`src/rtl/bias_cal_pkg.sv`:
```
package bias_cal_pkg;

    // Default width of one search code
    localparam int BIAS_CODE_W = 3;
    // Default synchronizer depth for the detector levels
    localparam int DET_SYNC_STAGES = 2;

    // Direction in which a search loop walks its code
    typedef enum logic {
        DIR_DOWN = 1'b0,
        DIR_UP   = 1'b1
    } search_dir_e;

    // Per-loop search state
    typedef enum logic [1:0] {
        LS_SEARCH = 2'd0,
        LS_LOCKED = 2'd1,
        LS_FAILED = 2'd2
    } loop_state_e;

    // Status a loop reports to the combiner
    typedef struct packed {
        logic locked;
        logic failed;
    } loop_status_t;

    // Decoded step decision for one loop in one cycle
    typedef enum logic [1:0] {
        ACT_HOLD = 2'd0,
        ACT_MOVE = 2'd1,
        ACT_LOCK = 2'd2,
        ACT_FAIL = 2'd3
    } loop_action_e;

    function automatic loop_action_e decide_action(
        input loop_state_e st,
        input logic        step,
        input logic        det,
        input logic        at_end
    );
        loop_action_e act;
        act = ACT_HOLD;
        if (st == LS_SEARCH && step) begin
            if (det)         act = ACT_LOCK;
            else if (at_end) act = ACT_FAIL;
            else             act = ACT_MOVE;
        end
        return act;
    endfunction

endpackage

```
`src/rtl/bias_det_sync.sv`:
```
module bias_det_sync #(
    parameter int STAGES = bias_cal_pkg::DET_SYNC_STAGES
) (
    input  logic clk,
    input  logic rst,
    input  logic din,
    output logic dout
);
    logic [STAGES-1:0] chain_q;

    generate
        if (STAGES == 1) begin : g_single
            always_ff @(posedge clk) begin
                if (rst) chain_q <= '0;
                else     chain_q <= din;
            end
        end else begin : g_multi
            always_ff @(posedge clk) begin
                if (rst) chain_q <= '0;
                else     chain_q <= {chain_q[STAGES-2:0], din};
            end
        end
    endgenerate

    assign dout = chain_q[STAGES-1];
endmodule

```
`src/rtl/bias_search_loop.sv`:
```
module bias_search_loop
    import bias_cal_pkg::*;
#(
    parameter int          CODE_W = BIAS_CODE_W,
    parameter search_dir_e DIR    = DIR_DOWN
) (
    input  logic              clk,
    input  logic              rst,
    input  logic              restart,
    input  logic              step,
    input  logic              det,
    output logic [CODE_W-1:0] code,
    output loop_status_t      status
);
    localparam logic [CODE_W-1:0] CODE_MAX   = {CODE_W{1'b1}};
    localparam logic [CODE_W-1:0] CODE_MIN   = '0;
    localparam logic [CODE_W-1:0] CODE_START = (DIR == DIR_DOWN) ? CODE_MAX : CODE_MIN;
    localparam logic [CODE_W-1:0] CODE_END   = (DIR == DIR_DOWN) ? CODE_MIN : CODE_MAX;

    loop_state_e       state_q;
    logic [CODE_W-1:0] code_q;
    logic [CODE_W-1:0] code_moved;
    loop_action_e      action;

    generate
        if (DIR == DIR_DOWN) begin : g_down
            assign code_moved = code_q - 1'b1;
        end else begin : g_up
            assign code_moved = code_q + 1'b1;
        end
    endgenerate

    always_comb begin
        action = decide_action(state_q, step, det, code_q == CODE_END);
    end

    always_ff @(posedge clk) begin
        if (rst || restart) begin
            state_q <= LS_SEARCH;
            code_q  <= CODE_START;
        end else begin
            unique case (action)
                ACT_MOVE: code_q  <= code_moved;
                ACT_LOCK: state_q <= LS_LOCKED;
                ACT_FAIL: state_q <= LS_FAILED;
                default:  ;
            endcase
        end
    end

    assign code          = code_q;
    assign status.locked = (state_q == LS_LOCKED);
    assign status.failed = (state_q == LS_FAILED);
endmodule

```
`src/rtl/bias_mid_combine.sv`:
```
module bias_mid_combine
    import bias_cal_pkg::*;
#(
    parameter int CODE_W = BIAS_CODE_W
) (
    input  logic              clk,
    input  logic              rst,
    input  logic              restart,
    input  loop_status_t      lo_status,
    input  loop_status_t      hi_status,
    input  logic [CODE_W-1:0] lo_code,
    input  logic [CODE_W-1:0] hi_code,
    output logic [CODE_W-1:0] bias_code,
    output logic              done,
    output logic              invalid
);
    localparam int SUM_W = CODE_W + 1;

    logic [SUM_W-1:0]  sum;
    logic [CODE_W-1:0] mid;
    logic              crossed;
    logic              both_locked;
    logic [CODE_W-1:0] bias_q;
    logic              done_q;
    logic              invalid_q;

    assign sum         = {1'b0, lo_code} + {1'b0, hi_code};
    assign mid         = CODE_W'(sum >> 1);
    assign crossed     = lo_code > hi_code;
    assign both_locked = lo_status.locked && hi_status.locked;

    always_ff @(posedge clk) begin
        if (rst) begin
            bias_q    <= '0;
            done_q    <= 1'b0;
            invalid_q <= 1'b0;
        end else if (restart) begin
            done_q    <= 1'b0;
            invalid_q <= 1'b0;
        end else if (both_locked && !done_q) begin
            done_q    <= 1'b1;
            invalid_q <= crossed;
            bias_q    <= crossed ? lo_code : mid;
        end
    end

    assign bias_code = bias_q;
    assign done      = done_q;
    assign invalid   = invalid_q;
endmodule

```
`src/rtl/bias_cal_ctrl.sv`:
```
module bias_cal_ctrl
    import bias_cal_pkg::*;
#(
    parameter int CODE_W      = BIAS_CODE_W,
    parameter int SYNC_STAGES = DET_SYNC_STAGES
) (
    input  logic              clk,
    input  logic              rst,
    input  logic              cal_start,
    input  logic              step_en,
    input  logic              det_lo_raw,
    input  logic              det_hi_raw,
    output logic [CODE_W-1:0] bias_code,
    output logic              cal_done,
    output logic              bound_invalid,
    output logic [CODE_W-1:0] lo_code,
    output logic [CODE_W-1:0] hi_code,
    output logic              lo_lock,
    output logic              hi_lock,
    output logic              lo_fail,
    output logic              hi_fail
);
    logic         lo_det_s;
    logic         hi_det_s;
    loop_status_t lo_status;
    loop_status_t hi_status;

    bias_det_sync #(.STAGES(SYNC_STAGES)) u_sync_lo (
        .clk (clk), .rst (rst), .din (det_lo_raw), .dout (lo_det_s)
    );

    bias_det_sync #(.STAGES(SYNC_STAGES)) u_sync_hi (
        .clk (clk), .rst (rst), .din (det_hi_raw), .dout (hi_det_s)
    );

    bias_search_loop #(.CODE_W(CODE_W), .DIR(DIR_DOWN)) u_loop_lo (
        .clk     (clk),
        .rst     (rst),
        .restart (cal_start),
        .step    (step_en),
        .det     (lo_det_s),
        .code    (lo_code),
        .status  (lo_status)
    );

    bias_search_loop #(.CODE_W(CODE_W), .DIR(DIR_UP)) u_loop_hi (
        .clk     (clk),
        .rst     (rst),
        .restart (cal_start),
        .step    (step_en),
        .det     (hi_det_s),
        .code    (hi_code),
        .status  (hi_status)
    );

    bias_mid_combine #(.CODE_W(CODE_W)) u_combine (
        .clk       (clk),
        .rst       (rst),
        .restart   (cal_start),
        .lo_status (lo_status),
        .hi_status (hi_status),
        .lo_code   (lo_code),
        .hi_code   (hi_code),
        .bias_code (bias_code),
        .done      (cal_done),
        .invalid   (bound_invalid)
    );

    assign lo_lock = lo_status.locked;
    assign hi_lock = hi_status.locked;
    assign lo_fail = lo_status.failed;
    assign hi_fail = hi_status.failed;
endmodule

```
`config.mk`:
```
export PLATFORM = sky130hd
export DESIGN_NAME = bias_cal_ctrl
export DESIGN_NICKNAME = d
export VERILOG_FILES = /design/src/rtl/bias_cal_pkg.sv /design/src/rtl/bias_det_sync.sv /design/src/rtl/bias_search_loop.sv /design/src/rtl/bias_mid_combine.sv /design/src/rtl/bias_cal_ctrl.sv
export SDC_FILE = /design/constraint.sdc
export NUM_CORES = 1
export LEC_CHECK = 0
export ABC_CLOCK_PERIOD_IN_PS = 2000
export BUFFER_PORTS_ARGS = -buffer_cell sky130_fd_sc_hd__buf_2
export CAP_MARGIN = 20
export CORE_MARGIN = 1.5
export CORE_UTILIZATION = 52
export CTS_CLUSTER_DIAMETER = 150
export DETAILED_ROUTE_END_ITERATION = 16
export PLACE_DENSITY = 0.8
export SLEW_MARGIN = 40
export SYNTH_ARGS = -nofsm -noshare
export SYNTH_HDL_FRONTEND = slang
export SYNTH_SLANG_ARGS = --single-unit
```
`constraint.sdc`:
```
create_clock -name clk -period 2 [get_ports clk]
set_clock_uncertainty 0.15 [all_clocks]
set_input_delay 0.2 -clock clk [delete_from_list [all_inputs] [get_ports clk]]
set_output_delay 0.2 -clock clk [all_outputs]
set_load 0.01 [all_outputs]
```
==> results of run 1 <==
==> worst register-to-register path, stage by stage, from the launching register on <==
cell and delay, ns:
dfxtp_1 0.48, ha_1 0.30, a211o_1 0.39, a21o_1 0.19, a311oi_1 0.28
==> where the power goes <==
| part | switching [mW] | internal (mW) |
|---|---|---|
| Combinational | 0.0317 | 0.0292 |
| Sequential | 0.00736 | 0.386 |
| Clock | 0.122 | 0.0745 |
==> cell usage after synthesis, drive strengths merged <==
cell,instances,share of area [%]
nor2,16,6.1
clkbuf,2,0.76
a221oi,1,0.89
nand2,2,0.76
a311oi,2,1.8
nor3b,3,2.8
xnor2,1,0.89
nand3,3,1.5
nand4bb,1,2.8
or3,1,0.63
mux2i,2,2.0
inv,9,3.4
nor3,1,1.0
a21bo,1,1.0
a21oi,5,2.5
o221ai,1,1.5
o211ai,1,0.76
nor2b,8,5.1
and3,1,0.63
dfxtp,19,39
o21ai,2,1.0
a31oi,3,1.9
or2,1,0.63
fa,1,2.0
a211o,2,1.8
a21o,1,0.76
nand2b,2,1.3
ha,10,13
nand4,1,0.63
xor2,2,1.8
==> timing repair <==
action                                 CTS  global route
hold buffers                             2             0
endpoints found under the hold margin    2             0
gates resized for setup                  0             0
==> per-stage QoR <==
step                utilization, %  worst slack (ns)  total power [mW]  hold WS (ns)
finish                        67.6             0.128             0.650        0.0291
global route                  67.6            0.0448             0.679        0.0586
CTS                           67.6             0.124             0.658        0.0258
detailed placement            64.9             0.151             0.461         0.266
global placement              64.9             0.221             0.457         0.258
floorplan                        -             0.162             0.441         0.162
==> per-layer routing <==
layer  wire length (µm)  up-vias
met5                  0        -
met3                 73        4
met1                894      364
met2                942       18
li1                   -      415
met4                 33        0
==> final cells by class <==
type                            count  area, µm²  area share, %
Tap cell                           25       31.3           2.65
Clock buffer                        3       22.5           1.91
Timing Repair Buffer               25        143           12.1
Clock inverter                      1       5.00          0.424
Multi-Input combinational cell     75        564           47.8
Sequential cell                    19        380           32.2
Inverter                            9       33.8           2.86
==> final timing paths <==
kind | startpoint | to | slack [ns]
hold reg to reg | u_sync_lo.chain_q[0]$_SDFF_PP0_ | u_sync_lo.chain_q[1]$_SDFF_PP0_ | 0.31
setup / recovery | u_loop_lo.code[1]$_SDFFE_PP1N_ | u_combine.bias_code[1]$_SDFFE_PP0P_ | 0.13
hold / removal | cal_start | u_loop_lo.code[0]$_SDFFE_PP1N_ | 0.03
setup reg to reg | u_loop_lo.code[1]$_SDFFE_PP1N_ | u_combine.bias_code[1]$_SDFFE_PP0P_ | 0.13
==> logic make-up (layout without fill, tap and decap cells) <==
group           Yosys count  after routing
compound gates           19             19
mux                       2              2
simple gates             40             40
xor+xnor                  3              3
flops                    19             19
fa+ha+maj                11             11
buf+inv                  11             38
==> registers in the layout, summed over array words and instances, names as in the netlist <==
register / flops
u_loop_lo.code: 3
u_combine.bias_code: 3
u_loop_hi.code: 3
u_loop_hi.state_q: 2
u_combine.invalid: 1
u_loop_lo.state_q: 2
u_sync_hi.chain_q: 2
u_sync_lo.chain_q: 2
u_combine.done: 1
==> results.txt, run 1 <==
The cell family contributing the most delay on the critical path is compound AO/OA/AOI/OAI gates. The total of endpoints with negative setup slack in the final report came out at 0. The clock sink count is 19. The global-route usage over all layers is a little over a fifth. Data on the critical path is required at its endpoint by roughly 2.1 ns. Global routing used ~3.5% of the available met3 tracks.

Port buffering added 20 buffers. The post-synthesis mux area share came out at 2.03%. Summed over all cells, the static leakage comes to about 0.55 nW. The net count of the mapped netlist is between 100 and 150. After detailed routing, the total wire length is 1.94 mm. The total congestion overflow after global routing came out at 0.

The number of placed cells counting well taps came out at 151. The number of inserted diodes is 0. The share of cells above drive strength 1 came out at between 20 and 30%.

Global routing used 37.2% of the available met2 tracks. The clock period minus final worst setup slack is around 1.9 ns. The root buffer cell chosen for the clock tree is clkbuf_4. The overall die area came out at between 2000 and 2500 µm². The tightest min-delay check is of the input port to flop type. The remaining number of nets flagged by the antenna check after routing came out at 0. The starting DRC count in detailed routing came out at 13. The xor and xnor fraction of the mapped netlist area came out at roughly 2.7%.

The gate count of the mapped netlist came out at approximately 110. The synthesized netlist devotes between 10% and 20% of its cell area to compound gates. The met1 global-route usage came out at ~25%. The layout-stage area growth over the synthesis result came out at 19.7%. The clock transition at the register clock pins on the worst setup and hold paths after CTS came out at about 0.11 ns.

The placed wire-length estimate after detailed placement is between 1.5 and 2 mm. The area inside the core boundary came out at around 1700 µm². For this run, design rule violations remaining after detail routing come to 0. Leaving out fill and tap cells, the most frequent cells in the layout are buf_2 (20), dfxtp_1 (19), nor2_1 (16). The synthesized design contains 19 register bits. The critical path contains buffers and inverters numbering 0 combined. The first global-routing pass estimated 3.15 mm of wire. The transition time at the pin with the least slew margin came out at between 0.4 and 0.5 ns.

By area, the combinational part of the netlist is dominated by simple AND/OR/NAND/NOR gates. The average cell area after synthesis is 9.39 µm². TritonCTS built the clock tree. The congestion estimate from routability-driven global placement came to ~0.93. The hold path depth is 3. The number of antenna violations at the first check in global routing is 0.

The longest clock path from root to sink contains 2 buffers. The total number of cells along the worst setup path came out at 4. The maximum fanout along the worst path is 7. The register area share after synthesis came out at between 30% and 40%. The width of the die is approximately 47 µm. The H-tree depth reported by CTS is 1.

The number of buffers inserted during clock tree synthesis came out at 3. The total negative setup slack is 0 ns. The run finished with clean final reports.

The number of placed I/O pins came out at 21. The library cell used most frequently in the layout, excluding fill and tap cells, is buf_2. The number of slew-limit violations in the final report is 0. The initialized floorplan defines 15 standard-cell rows.

The number of violations of the max-capacitance limit is 0. The global routing stage identified its most utilized layer as met2. Entering global routing, the biggest net connects 12 pins. The average wire per cell in the routed design came out at 12.4 µm. The distinct cell type count after synthesis came out at 31.

The arrival time reported for the critical path endpoint came out at roughly 1.9 ns. The count of warnings emitted by yosys is 0. Before antenna repair, the detailed router went through 6 iterations. The kind of start point of the critical path is a flop. The length in cells of the worst reg-to-reg path came out at 4. STA classifies the critical path endpoint as a flop. Derived from the worst setup path, the maximum achievable clock frequency is ~0.53 GHz.

The non-filler instance count after layout came out at between 150 and 200. The cell with the largest stage delay on the worst path is dfxtp_1. The routed via count divided by cell count is roughly 5.1.

The final cell area excluding filler cells came out at roughly 1200 µm². The post-route clock period utilization came out at between 90% and 100%. For this design the ratio of total power to cell area is about 550 nW/µm².

For this block, the via count after detailed routing is about 800. In this run the cell area measured after placement is ~1100 µm². The share of synthesized cell area in and, or, nand and nor gates is a little under a quarter. The chip height is 46.5 µm. The via count of the first global-routing pass was 770. In this run the tightest slew margin relative to its limit is 73.1%.

Of the total synthesized cell area, the portion taken by full adders, half adders and majority gates is between 10% and 20%. The signal on the critical path passes through ha_1, a211o_1, a21o_1, a311oi_1. The critical path is of the flop to flop type. The netlist area before placement is 986 µm². Setup repair after global routing left no endpoint under its margin.

The final count of hold timing violations was 0. The clock latency at the later pin of the worst-skew pair came out at 0.30 ns. The buffer count from post-CTS setup fixing came out at 0. The critical path's largest stage delay is ~0.48 ns. The layout net count came out at 150. The peak supply drop came out at around 0.44 mV.

The layout filler cell count came out at 149. The initial core utilization came out at a little under three fifths.
No activity file was read; power rests on OpenSTA's default activity.
==> run 2, diff against run 1 <==
--- a/config.mk
+++ b/config.mk
@@ -5,14 +5,14 @@
 export SDC_FILE = /design/constraint.sdc
 export NUM_CORES = 1
 export LEC_CHECK = 0
+export ABC_AREA = 1
 export ABC_CLOCK_PERIOD_IN_PS = 2000
 export BUFFER_PORTS_ARGS = -buffer_cell sky130_fd_sc_hd__buf_2
 export CAP_MARGIN = 20
-export CORE_MARGIN = 1.5
 export CORE_UTILIZATION = 52
 export CTS_CLUSTER_DIAMETER = 150
 export DETAILED_ROUTE_END_ITERATION = 16
-export PLACE_DENSITY = 0.8
+export PLACE_DENSITY = 0.79
 export SLEW_MARGIN = 40
 export SYNTH_ARGS = -nofsm -noshare
 export SYNTH_HDL_FRONTEND = slang
==> results.txt, run 2 <==
The number of synthesized flops with an enable pin came out at 0. The placed wire-length estimate after detailed placement came out at about 1.5 mm. Among all stages on the critical path, the largest delay is contributed by dfxtp_1.

The critical path goes through inv_1, ha_1, nand3_1, nand2_2, nand2_2, nand2_1, nand3_1, nand2_1, inv_1. The total detailed-routing wirelength came out at approximately 1.9 mm. Dividing the detail-routed via count by the number of cells gives around 4.8. After synthesis, the mean cell area works out to between 7 and 8 µm². In the layout the commonest cells are inv_1 (22), buf_2 (20), dfxtp_1 (19).

The count of cells resized by post-cts repair is 0. The commonest non-fill, non-tap cell in the layout is inv_1. The layout-stage area growth over the synthesis result is 18.0%.

The initial core utilization came out at between 50 and 60%. For the pin with the worst max-slew slack, the measured transition is roughly 0.32 ns. The total negative setup slack is 0 ns.

The number of placed I/O pins is 21. The largest net degree at the start of global routing is 11. Of all nets on the critical path, the largest fanout is 6. By area the synthesized netlist is led by dfxtp_1 (38%), ha_1 (12%), inv_1 (8.2%). The via count of the first global-routing pass is between 700 and 800.

The critical path is of the flop to flop type. The critical path starts at u_loop_hi.code[2]$_SDFFE_PP0N_. The distinct cell type count after synthesis is 24. The clock period minus final worst setup slack is about 1.6 ns. The post-route clock period utilization is 82.2%. The kind of cell with the highest combined delay along the critical path is simple AND/OR/NAND/NOR gates. Dividing the detail-routed wire length by the instance count gives 10.3 µm. Global routing used 20.7% of the available tracks across all layers. The iteration count of the initial detailed-routing pass is 4. The clock passes through at most 2 buffers. The flip-flop and latch count after synthesis came out at 19. The leakage component of the power came out at 0.609 nW.

Yosys instantiated no cell more often than inv_1. By count the netlist is led by inv_1 (22), dfxtp_1 (19), nor2_1 (17). The layout net count is ~170. The die covers around 2100 µm². The total power is 668 µW. Derived from the worst setup path, the maximum achievable clock frequency is 0.608 GHz.

The starting DRC count in detailed routing came out at 20. The min-delay analysis places its worst path in the category input port to flop. The number of slew-limit violations in the final report is 0.

The die is about 46 µm tall. Cells with a size suffix above 1 make up between 20% and 30% of the layout. TritonCTS built the clock tree. At the worst endpoint, the required time is between 2 and 2.5 ns. The share of the Yosys chip area taken by registers is between 30 and 40%.

The netlist area before placement is around 1000 µm². The buffer count from post-CTS setup fixing is 0. In the synthesized netlist the dominant register cell turns out to be dfxtp_1. After synthesis, the share of flip-flops with an asynchronous set or reset is 0%. Once routing completed, OpenROAD measured the worst setup slack at between 0.3 and 0.4 ns. The peak supply drop came out at roughly 0.42 mV.

The synthesized design spends more area on one cell type than any other, namely dfxtp_1. The count of buffering cells on the critical path with inverters included is 2. Power spread over the standard cell area amounts to 561 nW/µm².

The number of rows created at floorplan came out at 15. The origin of the worst min-delay path is rst. The remaining number of nets flagged by the antenna check after routing is 0. The clock sink count is 19. The count of buffers from port buffering came out at 20.

STA classifies the critical path endpoint as a flop. The via count is ~860. The clock latency at the later pin of the worst-skew pair came out at about 0.29 ns. For this run, the slowest stage of the critical path takes around 0.4 ns. The final count of hold timing violations is 0. The arrival time reported for the critical path endpoint is around 1.7 ns. In this run the clock root is driven by a clkbuf_4. Measured against its own limit, the worst slew margin works out to slightly below 80%.

The die is between 40 and 50 µm wide. Setup violations remaining at the end of the flow were counted as 0. The kind of start point of the critical path is a flop.

The wire length of the first global-routing pass is 3.08 mm. In the routed design, unresolved DRC markers number 0. The number of violations of the max-capacitance limit is 0. The clock transition at the register clock pins on the worst setup and hold paths after CTS came out at 0.09 ns. The count of warnings emitted by yosys came out at 0. Setup repair after global routing left no endpoint under its margin. The area share of the largest cell type after synthesis is 37.7%. The gate count of the mapped netlist is between 100 and 150.

The number of nets in the synthesized netlist is between 100 and 150. Counting the fill cells in the layout gives roughly 170. The H-tree depth reported by CTS is 1. The startpoint identified for the worst register-to-register timing path is u_loop_hi.code[2]$_SDFFE_PP0N_. The number of antenna violations at the first check in global routing is 0. The run finished with clean final reports. The area inside the core boundary came out at ~1800 µm².

Buffers inserted during clock tree synthesis total 3. Prior to clock tree synthesis, the placed netlist has a worst setup slack of 0.367 ns. The total congestion overflow after global routing is 0. The routability congestion estimate is roughly 0.8. The number of inserted diodes came out at 0.
-- run 2: changes by cell type after synthesis, sizes merged, moves of 3 or more --
cell | previous run | this run
a21oi | 5 | 11
a31oi | 3 | 0
inv | 9 | 25
nand2 | 2 | 16
nand3 | 3 | 9
nor2 | 16 | 22
nor2b | 8 | 0
o21ai | 2 | 5
-- run 2: layout make-up --
class	instances	area, µm²	area share [%]
well taps	25	31.3	2.63
flip-flops and latches	19	380	32.0
clock buffers	4	26.3	2.21
inverters	25	93.8	7.89
repair buffers	23	128	10.7
multi-input cells	84	531	44.6
-- run 2: layer usage --
layer | vias up | part of all wire [%] | global-route usage [%]
met5 | - | 0 | 0
met4 | 0 | 0 | 6.47
met3 | 0 | 6.1 | 7.14
met2 | 24 | 49 | 35.2
met1 | 374 | 45 | 24.0
li1 | 460 | - | -
-- run 2: cell families after synthesis --
group           synth area share (%)
simple gates                    25.6
flops                           37.7
xor+xnor                        1.74
fa+ha+maj                       14.4
compound gates                  10.9
buf+inv                         9.68
-- run 2: report_power, final --
part | switching [mW] | total (mW) | internal, mW
sequential | 0.00998 | 0.398 | 0.388
combinational | 0.0514 | 0.0873 | 0.0359
clock | 0.105 | 0.183 | 0.0775
-- run 2: what timing repair did --
action	4_1_cts	5_1_grt
endpoints found under the setup margin	0	0
hold buffers	2	0
endpoints found under the hold margin	2	0
-- run 2: final timing paths --
check        slack, ns  cells after the start                                   to
max               0.36                      9  u_combine.bias_code[2]$_SDFFE_PP0P_
min               0.02                      2      u_sync_hi.chain_q[1]$_SDFF_PP0_
max reg2reg       0.36                      9  u_combine.bias_code[2]$_SDFFE_PP0P_
min reg2reg       0.26                      2      u_sync_hi.chain_q[1]$_SDFF_PP0_
-- run 2: stage by stage --
stage               utilization [%]  cells  area, µm²  hold slack (ns)
floorplan                         -    129       1010            0.157
detailed placement             64.8    174       1140            0.249
global placement               64.8    174       1140            0.242
CTS                            67.4    180       1190          0.00819
global route                   67.4    180       1190          0.00120
finish                         67.4    180       1190           0.0207
==> run 3, diff against run 2 <==
--- a/config.mk
+++ b/config.mk
@@ -6,13 +6,13 @@
 export NUM_CORES = 1
 export LEC_CHECK = 0
 export ABC_AREA = 1
-export ABC_CLOCK_PERIOD_IN_PS = 2000
+export ABC_CLOCK_PERIOD_IN_PS = 1400
 export BUFFER_PORTS_ARGS = -buffer_cell sky130_fd_sc_hd__buf_2
 export CAP_MARGIN = 20
-export CORE_UTILIZATION = 52
+export CORE_UTILIZATION = 47
 export CTS_CLUSTER_DIAMETER = 150
 export DETAILED_ROUTE_END_ITERATION = 16
-export PLACE_DENSITY = 0.79
+export PLACE_DENSITY = 0.76
 export SLEW_MARGIN = 40
 export SYNTH_ARGS = -nofsm -noshare
 export SYNTH_HDL_FRONTEND = slang
==> constraint.sdc (replaced) <==
create_clock -name clk -period 1.4 [get_ports clk]
set_clock_uncertainty 0.15 [all_clocks]
set_input_delay 0.14 -clock clk [delete_from_list [all_inputs] [get_ports clk]]
set_output_delay 0.14 -clock clk [all_outputs]
set_load 0.01 [all_outputs]
==> results.txt, run 3 (synthesized netlist as in run 2, its figures left out) <==
The final count of hold timing violations is 0. TritonCTS built the clock tree. At the pin with the least slew margin, the transition time is 0.256 ns.

The overall die area came out at about 2300 µm². Summed over all layers, the routed wires come to around 2.5 mm. In this run, the number of DRC markers left after iteration 0 of detailed routing was 17. Before antenna repair, the detailed router went through 4 iterations.

The clock sink count came out at 19. The final reports fail on negative setup slack. The leakage component of the power came out at 0.693 nW.

The via count came out at ~1,000. The clock latency at the later pin of the worst-skew pair came out at 0.30 ns. The worst setup path is of the flop to flop kind.

The final cell area excluding filler cells came out at 1480 µm². The root buffer cell chosen for the clock tree is clkbuf_4. The routability congestion estimate came out at between 0.7 and 0.8.

The number of antenna violations at the first check in global routing is 0. The flow ran to the end, but the final reports show violations. The post-route netlist has between 40% and 50% of its cells at a drive strength greater than 1.

The kind of start point of the critical path is a flop. In this run the horizontal extent of the chip is 48.3 µm. The number of placed I/O pins is 21. The count of buffers from port buffering came out at 20. The clock transition at the register clock pins on the worst setup and hold paths after CTS came out at about 0.12 ns. The maximum fanout along the worst path came out at 5. The worst-case setup margin in the final layout came out at -0.103 ns.

The power density of the placed cells came out at between 700 and 800 nW/µm². The number of slew-limit violations in the final report is 0. The chip height came out at between 40 and 50 µm. Fill cells in the final layout number between 100 and 150. The routed via count divided by cell count came out at roughly 5.0. The most critical setup path has its startpoint at u_loop_hi.code[0]$_SDFFE_PP0N_. After layout, the worst path uses 107% of the clock period. The number of violations of the max-capacitance limit came out at 0. The wire length of the first global-routing pass came out at 4.27 mm. In this run the remaining antenna-violating nets after routing total 0. The peak supply drop is between 0.8 and 0.9 mV.

The capturing element type of the critical path is a flop. Based on the critical path, the design can be clocked at up to about 0.67 GHz. Setup repair after global routing could not meet its margin everywhere. The arrival time reported for the critical path endpoint came out at between 1.5 and 2 ns. From synthesis to final layout, the design area changed by 46.5%. The clock period minus final worst setup slack came out at approximately 1.5 ns.

Counting cells, the worst reg-to-reg path comes to 10. The floorplan step defined a core boundary enclosing ~2000 µm². In the layout the commonest cells are buf_2 (19), inv_1 (18), nor2_1 (15). Global routing used about a quarter of the available tracks. The register-to-register setup slack is -0.10 ns. Measured against its own limit, the worst slew margin works out to between 80% and 90%. Once the floorplan was initialized, standard cells occupied ~51% of the core.

The standard cell area after detailed placement is roughly 1300 µm². The DRC violation count after routing came out at 0. Entering global routing, the biggest net connects 12 pins. The number of inserted diodes came out at 0. The startpoint of the worst-slack reg-to-reg timing path is u_loop_hi.code[0]$_SDFFE_PP0N_. In the final timing run, aggregate negative setup slack is -0.461 ns. Summed over all layers, the global routing overflow is 0.

The data required time at the worst endpoint is 1.46 ns. The endpoint identified for the worst register-to-register timing path is u_combine.bias_code[0]$_SDFFE_PP0P_. The placed wire-length estimate after detailed placement came out at between 1.5 and 2 mm. The multi-input combinational cells in the finished layout cover a total of ~660 µm². In this run the number of H-tree levels came out at 1.

Counting along the longest clock path gives a buffer depth of 2. The library cell used most frequently in the layout, excluding fill and tap cells, is buf_2. The total of endpoints with negative setup slack in the final report is 8.

The most critical setup path has its endpoint at u_combine.bias_code[0]$_SDFFE_PP0P_. The number of rows created at floorplan came out at 16. The via count of the first global-routing pass came out at 959.

The average wire per cell in the routed design came out at approximately 13 µm. After the last flow step, the layout net total stands at roughly 190. The min-delay analysis places its worst path in the category input port to flop. The worst-case hold slack is 0.0317 ns. The total area of sequential cells came out at between 400 and 500 µm². The number of buffers inserted during clock tree synthesis is 3.
-- run 3: changes by cell type in the layout (fill, tap and decap cells not counted), sizes merged --
cell | previous run | this run
buf | 21 | 32
clkbuf | 4 | 3
clkinv | 0 | 1
dlygate4sd3 | 2 | 5
-- run 3: what timing repair did --
action	in CTS	in global routing
buffers inserted	4	1
hold endpoints to repair	4	0
hold buffers	5	0
gates resized for setup	9	16
pin swaps	4	6
setup endpoints to repair	10	13
-- run 3: where the power goes --
part | leakage, nW | switching (mW) | internal, mW
logic | 0.518 | 0.104 | 0.0974
clock network | 0.0177 | 0.178 | 0.106
registers | 0.158 | 0.0169 | 0.550
-- run 3: through the flow --
stage | cells | total power [mW] | util [%] | setup WS [ns]
final | 196 | 1.05 | 74.6 | -0.103
after global routing | 196 | 1.11 | 74.6 | -0.169
after CTS | 195 | 1.03 | 71.2 | -0.0857
after detailed placement | 182 | 0.734 | 63.6 | -0.164
after global placement | 182 | 0.725 | 63.6 | -0.101
after floorplan | 129 | 0.677 | - | -0.00589
-- run 3: how the worst min path moves through the flow --
stage / slack [ns] / from / end / depth (start not counted)
3_3_place_gp: 0.19 / det_lo_raw / u_sync_lo.chain_q[0]$_SDFF_PP0_ / 3
2_1_floorplan: 0.1 / det_hi_raw / u_sync_hi.chain_q[0]$_SDFF_PP0_ / 2
5_1_grt: 0.03 / rst / u_combine.bias_code[2]$_SDFFE_PP0P_ / 4
4_1_cts: 0.02 / rst / u_combine.bias_code[2]$_SDFFE_PP0P_ / 4
6_report: 0.03 / rst / u_combine.bias_code[2]$_SDFFE_PP0P_ / 4
3_5_place_dp: 0.20 / det_lo_raw / u_sync_lo.chain_q[0]$_SDFF_PP0_ / 3
-- run 3: area by class of cell --
cell class              count  share of cell area [%]
clock buffers               3                    1.52
multi-input cells          84                    44.6
inverters                  25                    6.35
well taps                  27                    2.29
repair buffers             37                    17.5
flip-flops and latches     19                    27.3
clock inverters             1                   0.339
-- run 3: routing by layer --
metal	vias up	GRT usage, %	share of wire, %
li1	496	-	-
met4	0	5.88	0.94
met1	447	27.4	42
met5	-	0	0
met3	4	3.46	4.1
met2	33	43.7	53
-- run 3: worst max-delay path: stages, from the launching register on --
cell and delay, ns:
dfxtp_4 0.39, buf_4 0.14, ha_1 0.17, inv_1 0.08, nand3_2 0.09, nand2_4 0.09
nand2_2 0.07, nand2_1 0.06, nand3_1 0.07, nand2_1 0.07, inv_1 0.03
